==> config.mk <==
export PLATFORM = sky130hd
export DESIGN_NAME = gpio_bank
export DESIGN_NICKNAME = d
export VERILOG_FILES = /design/src/rtl/gpio_pkg.sv /design/src/rtl/gpio_sync.sv /design/src/rtl/gpio_regs.sv /design/src/rtl/gpio_padmux.sv /design/src/rtl/gpio_bank.sv
export SDC_FILE = /design/constraint.sdc
export NUM_CORES = 1
export LEC_CHECK = 0
export ABC_AREA = 1
export BUFFER_PORTS_ARGS = -buffer_cell sky130_fd_sc_hd__buf_2
export CORE_AREA = 2 2 190 192
export DETAILED_ROUTE_END_ITERATION = 16
export DIE_AREA = 0 0 192 194
export GPL_TIMING_DRIVEN = 1
export PLACE_DENSITY = 0.66
export SLEW_MARGIN = 20
export SYNTH_ARGS = -nofsm -noshare
export SYNTH_HDL_FRONTEND = slang
export SYNTH_SLANG_ARGS = --single-unit
export TNS_END_PERCENT = 30
==> constraint.sdc <==
create_clock -name clk -period 1.3 [get_ports clk]
set_input_delay 0.065 -clock clk [delete_from_list [all_inputs] [get_ports clk]]
set_output_delay 0.065 -clock clk [all_outputs]
set_load 0.02 [all_outputs]
==> src/rtl/gpio_pkg.sv <==
package gpio_pkg;

    typedef enum logic [1:0] {
        BUS_IDLE   = 2'd0,
        BUS_SETUP  = 2'd1,
        BUS_ACCESS = 2'd2
    } bus_state_t;

    localparam int OFS_LEVEL    = 'h00;
    localparam int OFS_LEVEL_S  = 'h04;
    localparam int OFS_LEVEL_C  = 'h08;
    localparam int OFS_PULLOFF  = 'h0C;
    localparam int OFS_DIR      = 'h10;
    localparam int OFS_DIR_S    = 'h14;
    localparam int OFS_DIR_C    = 'h18;
    localparam int OFS_ALT_A    = 'h20;
    localparam int OFS_ALT_B    = 'h24;

    localparam int NUM_FUNCS    = 3;

endpackage

==> src/rtl/gpio_sync.sv <==
module gpio_sync #(
    parameter int WIDTH  = 32,
    parameter int STAGES = 2
) (
    input  logic             clk,
    input  logic             rst_n,
    input  logic [WIDTH-1:0] din,
    output logic [WIDTH-1:0] dout
);
    logic [STAGES-1:0][WIDTH-1:0] stage_q;

    for (genvar g = 0; g < STAGES; g++) begin : g_stage
        always_ff @(posedge clk or negedge rst_n) begin
            if (!rst_n) begin
                stage_q[g] <= '0;
            end else if (g == 0) begin
                stage_q[g] <= din;
            end else begin
                stage_q[g] <= stage_q[(g == 0) ? 0 : g-1];
            end
        end
    end

    assign dout = stage_q[STAGES-1];
endmodule

==> src/rtl/gpio_regs.sv <==
module gpio_regs
    import gpio_pkg::*;
#(
    parameter int NPINS = 32,
    parameter int AW    = 8
) (
    input  logic             clk,
    input  logic             rst_n,
    input  logic             psel,
    input  logic             penable,
    input  logic             pwrite,
    input  logic [AW-1:0]    paddr,
    input  logic [NPINS-1:0] pwdata,
    input  logic [NPINS-1:0] pin_level,
    output logic [NPINS-1:0] prdata,
    output logic [NPINS-1:0] level_q,
    output logic [NPINS-1:0] dir_q,
    output logic [NPINS-1:0] pulloff_q,
    output logic [NPINS-1:0] alta_q,
    output logic [NPINS-1:0] altb_q
);
    bus_state_t state_q, state_d;
    logic       enable_ok;
    logic       wr_fire;
    logic       rd_fire;

    always_ff @(posedge clk or negedge rst_n) begin
        if (!rst_n) state_q <= BUS_IDLE;
        else        state_q <= state_d;
    end

    always_comb begin
        state_d   = state_q;
        enable_ok = 1'b0;
        unique case (state_q)
            BUS_IDLE: begin
                if (psel && !penable) state_d = BUS_SETUP;
            end
            BUS_SETUP: begin
                if (!psel) begin
                    state_d = BUS_IDLE;
                end else if (penable) begin
                    state_d   = BUS_ACCESS;
                    enable_ok = 1'b1;
                end
            end
            BUS_ACCESS: begin
                if (psel && !penable) state_d = BUS_SETUP;
                else                  state_d = BUS_IDLE;
            end
            default: state_d = BUS_IDLE;
        endcase
    end

    assign wr_fire = enable_ok && pwrite;
    assign rd_fire = enable_ok && !pwrite;

    always_ff @(posedge clk or negedge rst_n) begin
        if (!rst_n) begin
            level_q   <= '0;
            dir_q     <= '0;
            pulloff_q <= '0;
            alta_q    <= '0;
            altb_q    <= '0;
        end else if (wr_fire) begin
            case (int'(paddr))
                OFS_LEVEL:   level_q   <= pwdata;
                OFS_LEVEL_S: level_q   <= level_q | pwdata;
                OFS_LEVEL_C: level_q   <= level_q & ~pwdata;
                OFS_PULLOFF: pulloff_q <= pwdata;
                OFS_DIR:     dir_q     <= pwdata;
                OFS_DIR_S:   dir_q     <= dir_q | pwdata;
                OFS_DIR_C:   dir_q     <= dir_q & ~pwdata;
                OFS_ALT_A:   alta_q    <= pwdata;
                OFS_ALT_B:   altb_q    <= pwdata;
                default:     ;
            endcase
        end
    end

    always_comb begin
        prdata = '0;
        if (rd_fire) begin
            case (int'(paddr))
                OFS_LEVEL:   prdata = pin_level;
                OFS_PULLOFF: prdata = pulloff_q;
                OFS_DIR:     prdata = dir_q;
                OFS_ALT_A:   prdata = alta_q;
                OFS_ALT_B:   prdata = altb_q;
                default:     prdata = '0;
            endcase
        end
    end
endmodule

==> src/rtl/gpio_padmux.sv <==
module gpio_padmux
    import gpio_pkg::*;
#(
    parameter int NPINS = 32
) (
    input  logic [NPINS-1:0]           level_q,
    input  logic [NPINS-1:0]           dir_q,
    input  logic [NPINS-1:0]           pulloff_q,
    input  logic [NPINS-1:0]           alta_q,
    input  logic [NPINS-1:0]           altb_q,
    input  logic [NUM_FUNCS*NPINS-1:0] per_out,
    input  logic [NUM_FUNCS*NPINS-1:0] per_oe,
    output logic [NPINS-1:0]           pad_oe,
    output logic [NPINS-1:0]           pad_out,
    output logic [NPINS-1:0]           pad_pull_en,
    output logic [NPINS-1:0]           pad_pull_up,
    output logic [2*NPINS-1:0]         pad_alt
);
    for (genvar p = 0; p < NPINS; p++) begin : g_pin
        logic [1:0] code;
        logic       oe;
        logic       lvl;

        assign code = {altb_q[p], alta_q[p]};

        always_comb begin
            unique case (code)
                2'd0: begin oe = dir_q[p];             lvl = level_q[p];            end
                2'd1: begin oe = per_oe[p];            lvl = per_out[p];            end
                2'd2: begin oe = per_oe[NPINS+p];      lvl = per_out[NPINS+p];      end
                2'd3: begin oe = per_oe[2*NPINS+p];    lvl = per_out[2*NPINS+p];    end
                default: begin oe = 1'b0;              lvl = 1'b0;                  end
            endcase
        end

        assign pad_oe[p]      = oe;
        assign pad_out[p]     = lvl;
        assign pad_pull_en[p] = !pulloff_q[p] && !oe;
        assign pad_pull_up[p] = level_q[p];
        assign pad_alt[2*p +: 2] = code;
    end
endmodule

==> src/rtl/gpio_bank.sv <==
module gpio_bank
    import gpio_pkg::*;
#(
    parameter int NPINS       = 32,
    parameter int AW          = 8,
    parameter int SYNC_STAGES = 2
) (
    input  logic                       clk,
    input  logic                       rst_n,
    input  logic                       psel,
    input  logic                       penable,
    input  logic                       pwrite,
    input  logic [AW-1:0]              paddr,
    input  logic [NPINS-1:0]           pwdata,
    output logic [NPINS-1:0]           prdata,
    input  logic [NPINS-1:0]           pad_in,
    input  logic [NUM_FUNCS*NPINS-1:0] per_out,
    input  logic [NUM_FUNCS*NPINS-1:0] per_oe,
    output logic [NPINS-1:0]           pad_oe,
    output logic [NPINS-1:0]           pad_out,
    output logic [NPINS-1:0]           pad_pull_en,
    output logic [NPINS-1:0]           pad_pull_up,
    output logic [2*NPINS-1:0]         pad_alt
);
    logic [NPINS-1:0] pin_level;
    logic [NPINS-1:0] level_q, dir_q, pulloff_q, alta_q, altb_q;

    gpio_sync #(.WIDTH(NPINS), .STAGES(SYNC_STAGES)) u_sync (
        .clk   (clk),
        .rst_n (rst_n),
        .din   (pad_in),
        .dout  (pin_level)
    );

    gpio_regs #(.NPINS(NPINS), .AW(AW)) u_regs (
        .clk       (clk),
        .rst_n     (rst_n),
        .psel      (psel),
        .penable   (penable),
        .pwrite    (pwrite),
        .paddr     (paddr),
        .pwdata    (pwdata),
        .pin_level (pin_level),
        .prdata    (prdata),
        .level_q   (level_q),
        .dir_q     (dir_q),
        .pulloff_q (pulloff_q),
        .alta_q    (alta_q),
        .altb_q    (altb_q)
    );

    gpio_padmux #(.NPINS(NPINS)) u_mux (
        .level_q     (level_q),
        .dir_q       (dir_q),
        .pulloff_q   (pulloff_q),
        .alta_q      (alta_q),
        .altb_q      (altb_q),
        .per_out     (per_out),
        .per_oe      (per_oe),
        .pad_oe      (pad_oe),
        .pad_out     (pad_out),
        .pad_pull_en (pad_pull_en),
        .pad_pull_up (pad_pull_up),
        .pad_alt     (pad_alt)
    );
endmodule

# Word level (Yosys, flattened, before mapping)
# Cells that the tools add are included.
# Widths: inputs -> output; s select.
[totals]
reg_bits = 226
in_bits = 269
output_inout_bits = 224
[classes]
n_eq_ne = 108
n_mux = 76
bitwise = 5
n_reduce_logical = 143
[op_table]
columns = ["op", "n"]
rows = [
  ["$pmux 1 s4", 64],
  ["$pmux 32 s3", 2],
  ["$pmux 32 s5", 1],
  ["$eq 2x2->1 const B", 65],
  ["$eq 2x1->1 const B", 33],
  ["$logic_not 1->1", 66],
  ["$logic_not 2->1", 33],
  ["$and 32x32->32", 2],
  ["$or 32x32->32", 2],
  ["$logic_and 1x1->1", 35],
  ["$mux 32", 1],
  ["$not 32->32", 1],
  ["$eq 8x5->1 const B", 3],
  ["$eq 8x4->1 const B", 2],
  ["$eq 8x6->1 const B", 2],
  ["$reduce_and 2->1", 6],
  ["$eq 8x3->1 const B", 1],
  ["$logic_not 8->1", 1],
  ["$mux 2", 3],
  ["$pmux 2 s3", 1],
  ["$reduce_bool 3->1", 2],
  ["$mux 1", 4],
  ["$ne 3x3->1 const B", 1],
  ["$ne 2x1->1 const B", 1],
]

# Depth between registers and ports, before layout
[logic_depth]
word_depth = 5
ltp_mapped = 10
mapped_depth_nobuf = 9

# By module
# From an unflattened synthesis, not the netlist that was laid out.
[hier_totals]
hier_cells = 1854
area_unflattened_um2 = 13999.7
[by_module_without_submodules]
columns = ["module", "instances", "cells_per_inst", "area_per_inst_um2", "seq_area_each_um2"]
rows = [
  ["gpio_regs", 1, 1149, 8632.0, 4053.9],
  ["gpio_padmux", 1, 609, 3525.9, 0.0],
  ["gpio_sync", 1, 96, 1841.8, 1601.5],
]

# Worst setup path after synthesis
# No wires, ideal clock.
[synth_timing]
path_type = "register to register"
from = "register u_regs.state_q[1]"
to = "register u_regs.level_q[10]"
setup_ps = 117
arrival_ps = 1248
required_time_ps = 1183
slack_ps = -65
path_stages_with_launch = 9
path_buffers = 2
period_less_slack_ps = 1365
path_cell_list = "dfrtp_1 > inv_1 > nand4_2 > nor2_4 > buf_2 > buf_2 > nand3_1 > nand2_1 > nand2_1"
[synth_via]
elab_chain_len = 4
[synth_rtl]
columns = ["element", "line", "source"]
rows = [
  ["from (decl)", "gpio_regs.sv:22", "bus_state_t state_q, state_d;"],
  ["from (signal assigned)", "gpio_regs.sv:29", "else state_q <= state_d;"],
  ["$eq 2x1->1", "gpio_regs.sv:35", "unique case (state_q)"],
  ["$mux 1", "gpio_regs.sv:35", ""],
  ["$logic_and 1x1->1", "gpio_regs.sv:55", "assign wr_fire = enable_ok && pwrite;"],
  ["$reduce_and 2->1 (no source line)", "--", ""],
  ["to (signal assigned)", "gpio_regs.sv:67", "OFS_LEVEL: level_q <= pwdata;"],
  ["to (signal assigned)", "gpio_regs.sv:68", "OFS_LEVEL_S: level_q <= level_q | pwdata;"],
  ["to (signal assigned)", "gpio_regs.sv:69", "OFS_LEVEL_C: level_q <= level_q & ~pwdata;"],
  ["to (decl)", "gpio_regs.sv:16", "output logic [NPINS-1:0] level_q,"],
]
# No other way between the ends.
# A chain may end at the register's enable or synchronous reset.

# Worst setup path after layout
[layout_timing]
from = "register u_regs.alta_q[31]"
to = "output pad_out[31]"
[layout_via]
elab_chain_len = 2
elab_cells_between_ends = 5
classes_between = "eq/ne: 3; mux: 1; reduce/logical: 1"
[layout_rtl]
columns = ["element", "line", "source"]
rows = [
  ["from (decl)", "gpio_regs.sv:19", "output logic [NPINS-1:0] alta_q,"],
  ["from (signal assigned)", "gpio_regs.sv:74", "OFS_ALT_A: alta_q <= pwdata;"],
  ["$eq 2x2->1, or another cell as far along", "gpio_padmux.sv:27", "unique case (code)"],
  ["$pmux 1 s4 (*)", "gpio_padmux.sv:27", ""],
  ["to (decl)", "gpio_bank.sv:20", "output logic [NPINS-1:0] pad_out,"],
]
# Every way passes the cells marked *; elsewhere a longest branch is shown, timed or not.

==> flow_metrics.tcl <==
set metrics [dict create \
    placed_cell_area_sq_um 16200 \
    worst_slew_pin_slew_ns 0.417 \
    rows 69 \
    dpl.cell_count 2621 \
    final-hold-violation-count 0 \
    synthAdderAreaFrac_pct 0 \
    synth_top_family_by_area "simple AND/OR/NAND/NOR gates" \
    fin_skew_ns 0.0222 \
    grt_antenna_before_repair 8 \
    powerDensity_nw_per_um2 780 \
    io-pin-count 493 \
    ir_worst_vdd_v 0.000812 \
    worst_ep_arrival_time_ns 1.80 \
    path_delay_family "flip-flops" \
    finalMaxSlewViolations 0 \
    crit_chain "inv_2 > buf_6 > nand3_2 > nand4_1 > buf_6" \
    yosys_warnings 0 \
    initial_utilization_pct 37.2 \
    finalSetupViolations 347 \
    dieArea_sq_um 37200 \
    r2r-start "u_regs.state_q[1]$_DFFE_PN0P_" \
    place_congestion 0.940 \
    cpMostUsedCell "buf_6" \
    ys_types 26 \
    vias_per_cell 5.51 \
    synth_seq_cells 226 \
    max_stage_delay_ns 0.48 \
    nNetsFinal 2643 \
    synth_fp_nets 2046 \
    clock-sinks 226 \
    seq_area_frac_synth_pct 43.2 \
    syn_inst 1777 \
    die_y_um 194 \
    timing.final.crit_period_ns 1.86 \
    overflow 0 \
    worst-path-buf-inv 3 \
    hpwl_um 36900 \
    wl_per_cell_um 19.9 \
    clkSlewWorstSetupHoldPaths_ns 0.05 \
    firstDrtPassIters 5 \
    crit_required_ns 1.24 \
    synthXorXnorAreaFrac_pct 0 \
    r2r_slack_ns -0.31 \
    synth-simple-area-share_pct 39.3 \
    cts_buffers 26 \
    max_freq_mhz 537 \
    stdcell_count 2860 \
    via_count 15700 \
    insertion_delay_ns 0.54 \
    r2r_end "u_regs.dir_q[18]$_DFFE_PN0P_" \
    grt_pass1_wl_um 82200 \
    track_usage_pct 28.2 \
    fillers 2970 \
    cts_buffer_depth 3 \
    htree_num_levels 1 \
    grt_max_degree 56 \
    design_area_sq_um 20700 \
    postRouteAntennaNets 0 \
    synth_area_sq_um 13100 \
    avgSynthCellArea_sq_um 7.37 \
    relSlewSlack_pct 72.2 \
    port_buffers 492 \
    worstSetupEndpointType "primary output" \
    worst-setup-path-type "reg2out" \
    final_layout_size_suffix_gt1_share_pct 44.8 \
    grt_pass1_vias 15000 \
    path_max_fanout 6 \
    hp-class "in2async" \
    reg2reg_depth 9 \
    period_share_pct 143 \
    leakagePower_nw 9.61 \
    core_area_sq_um 35200 \
    outcome "finished, violations left" \
    rsz0062_at_grt "yes" \
    dr.first_iter.drc_count 1249 \
    root_buffer "clkbuf_16" \
    syn_to_final_growth_pct 58.2 \
    drt_wl_total_um 56900 \
    final.setup.worst_slack_ns -0.563 \
    slowest_stage "dfrtp_2" \
    synth_compound_area_share_pct 4.59 \
    synth.area.mux_share_pct 0 \
    fp.dieW_um 192 \
    startpoint_type "register" \
    violations "negative setup slack" \
    drv_cap 0 \
    drc 0 \
    cts_tree "yes" \
]
per-stage QoR:
step                      util (%)  hold WS (ns)  setup slack (ns)  total power [mW]  TNS (ns)
after global placement        46.1      -0.00128            -0.307              8.70    -31.62
after floorplan                  -        -0.231           -0.0324              7.82     -1.38
final                         58.8        0.0145            -0.563              16.2    -83.70
after detailed placement      46.1        0.0104            -0.332              8.73    -35.52
after global routing          58.8        0.0720            -0.604              16.7   -105.80
after CTS                     54.8        0.0274            -0.562              16.2    -64.99
Yosys cell counts:
cell type | number | share of area [%]
nand2_4 | 4 | 0.34
nand4_2 | 1 | 0.096
buf_4 | 78 | 4.5
a21oi_2 | 1 | 0.067
clkbuf_4 | 1 | 0.057
nor2_1 | 137 | 3.9
dfrtp_1 | 226 | 43
a32oi_1 | 6 | 0.40
nor2_8 | 2 | 0.31
buf_6 | 6 | 0.52
inv_2 | 4 | 0.11
nand3_1 | 455 | 17
o21ai_0 | 32 | 1.2
o21ai_1 | 76 | 2.9
nand4_1 | 122 | 5.8
nand2_2 | 8 | 0.38
clkbuf_1 | 67 | 1.9
nand3_2 | 1 | 0.076
inv_1 | 112 | 3.2
buf_2 | 54 | 2.1
inv_4 | 1 | 0.048
buf_8 | 3 | 0.34
nand2_1 | 368 | 11
nor2_4 | 3 | 0.26
nor2_2 | 4 | 0.19
buf_1 | 5 | 0.14
final cells by class:
| class | count | area, sq um | share of cell area, % |
|---|---|---|---|
| antenna | 7 | 17.5 | 0.0845 |
| sequential | 226 | 5740 | 27.7 |
| clock buffer | 41 | 777 | 3.75 |
| clock inverter | 5 | 63.8 | 0.308 |
| timing repair buffer | 783 | 6470 | 31.2 |
| inverter | 117 | 449 | 2.17 |
| tap | 461 | 577 | 2.78 |
| multi-input combinational | 1220 | 6630 | 32.0 |
placed cells by master (no fill, tap or decap), types with 33 or more instances in the layout:
cell type      netlist  routed
dfrtp_2              0      64
nor2_2               4      43
nor2_1             137      68
buf_4               78     176
buf_6                6     176
nand3_2              1      88
dfrtp_1            226     162
dlygate4sd3_1        0      67
inv_2                4      53
buf_2               54     319
inv_1              112      60
nand3_1            455     366
nor2_4               3      33
buf_12               0      42
nand4_1            122     122
nand2_1            368     363
o21ai_1             76      79
cells by family (layout without fill, tap and decap cells):
| kind of cell | count (synthesis) | count (layout) |
|---|---|---|
| simple gates | 1105 | 1105 |
| buf+inv | 331 | 946 |
| flops | 226 | 226 |
| compound gates | 115 | 115 |
| other cells | 0 | 7 |
how the worst max path moves through the flow:
stage	from	to	slack, ns	cells after the start
6_report	u_regs.alta_q[31]$_DFFE_PN0P_	pad_out[31]	-0.56	5
5_1_grt	u_regs.alta_q[10]$_DFFE_PN0P_	pad_pull_en[10]	-0.60	5
4_1_cts	u_regs.state_q[1]$_DFFE_PN0P_	prdata[18]	-0.56	7
3_5_place_dp	paddr[7]	prdata[9]	-0.33	10
3_3_place_gp	paddr[7]	prdata[9]	-0.31	10
2_1_floorplan	u_regs.state_q[1]$_DFFE_PN0P_	u_regs.pulloff_q[12]$_DFFE_PN0P_	-0.03	7
report_power, final:
group	switching [mW]	internal, mW
Clock	2.94	4.27
Combinational	0.939	0.748
Sequential	0.0865	7.17
Total	3.97	12.2
routing by layer:
layer  vias up  global-route usage (%)  wire length [um]
met5         -                       0                13
met3       174                    4.80              4910
met4         2                    10.5              2250
li1       7105                       -                 -
met1      7538                    34.4             21500
met2       929                    49.4             28200
state kept, by name (all words and copies together) (netlist names):
register / cells
u_regs.dir_q: 32
u_sync.stage_q: 32
u_regs.altb_q: 32
u_regs.state_q: 2
u_sync.dout: 32
u_regs.alta_q: 32
u_regs.level_q: 32
u_regs.pulloff_q: 32
timing repair:
action | CTS | global route
pin swaps | 42 | 91
gates resized for setup | 380 | 355
endpoints found under the setup margin | 352 | 349
setup buffers | 92 | 33
endpoints found under the hold margin | 420 | 0
hold buffers | 67 | 0
gates cloned | 0 | 1
(Power assumes the default switching activity.)
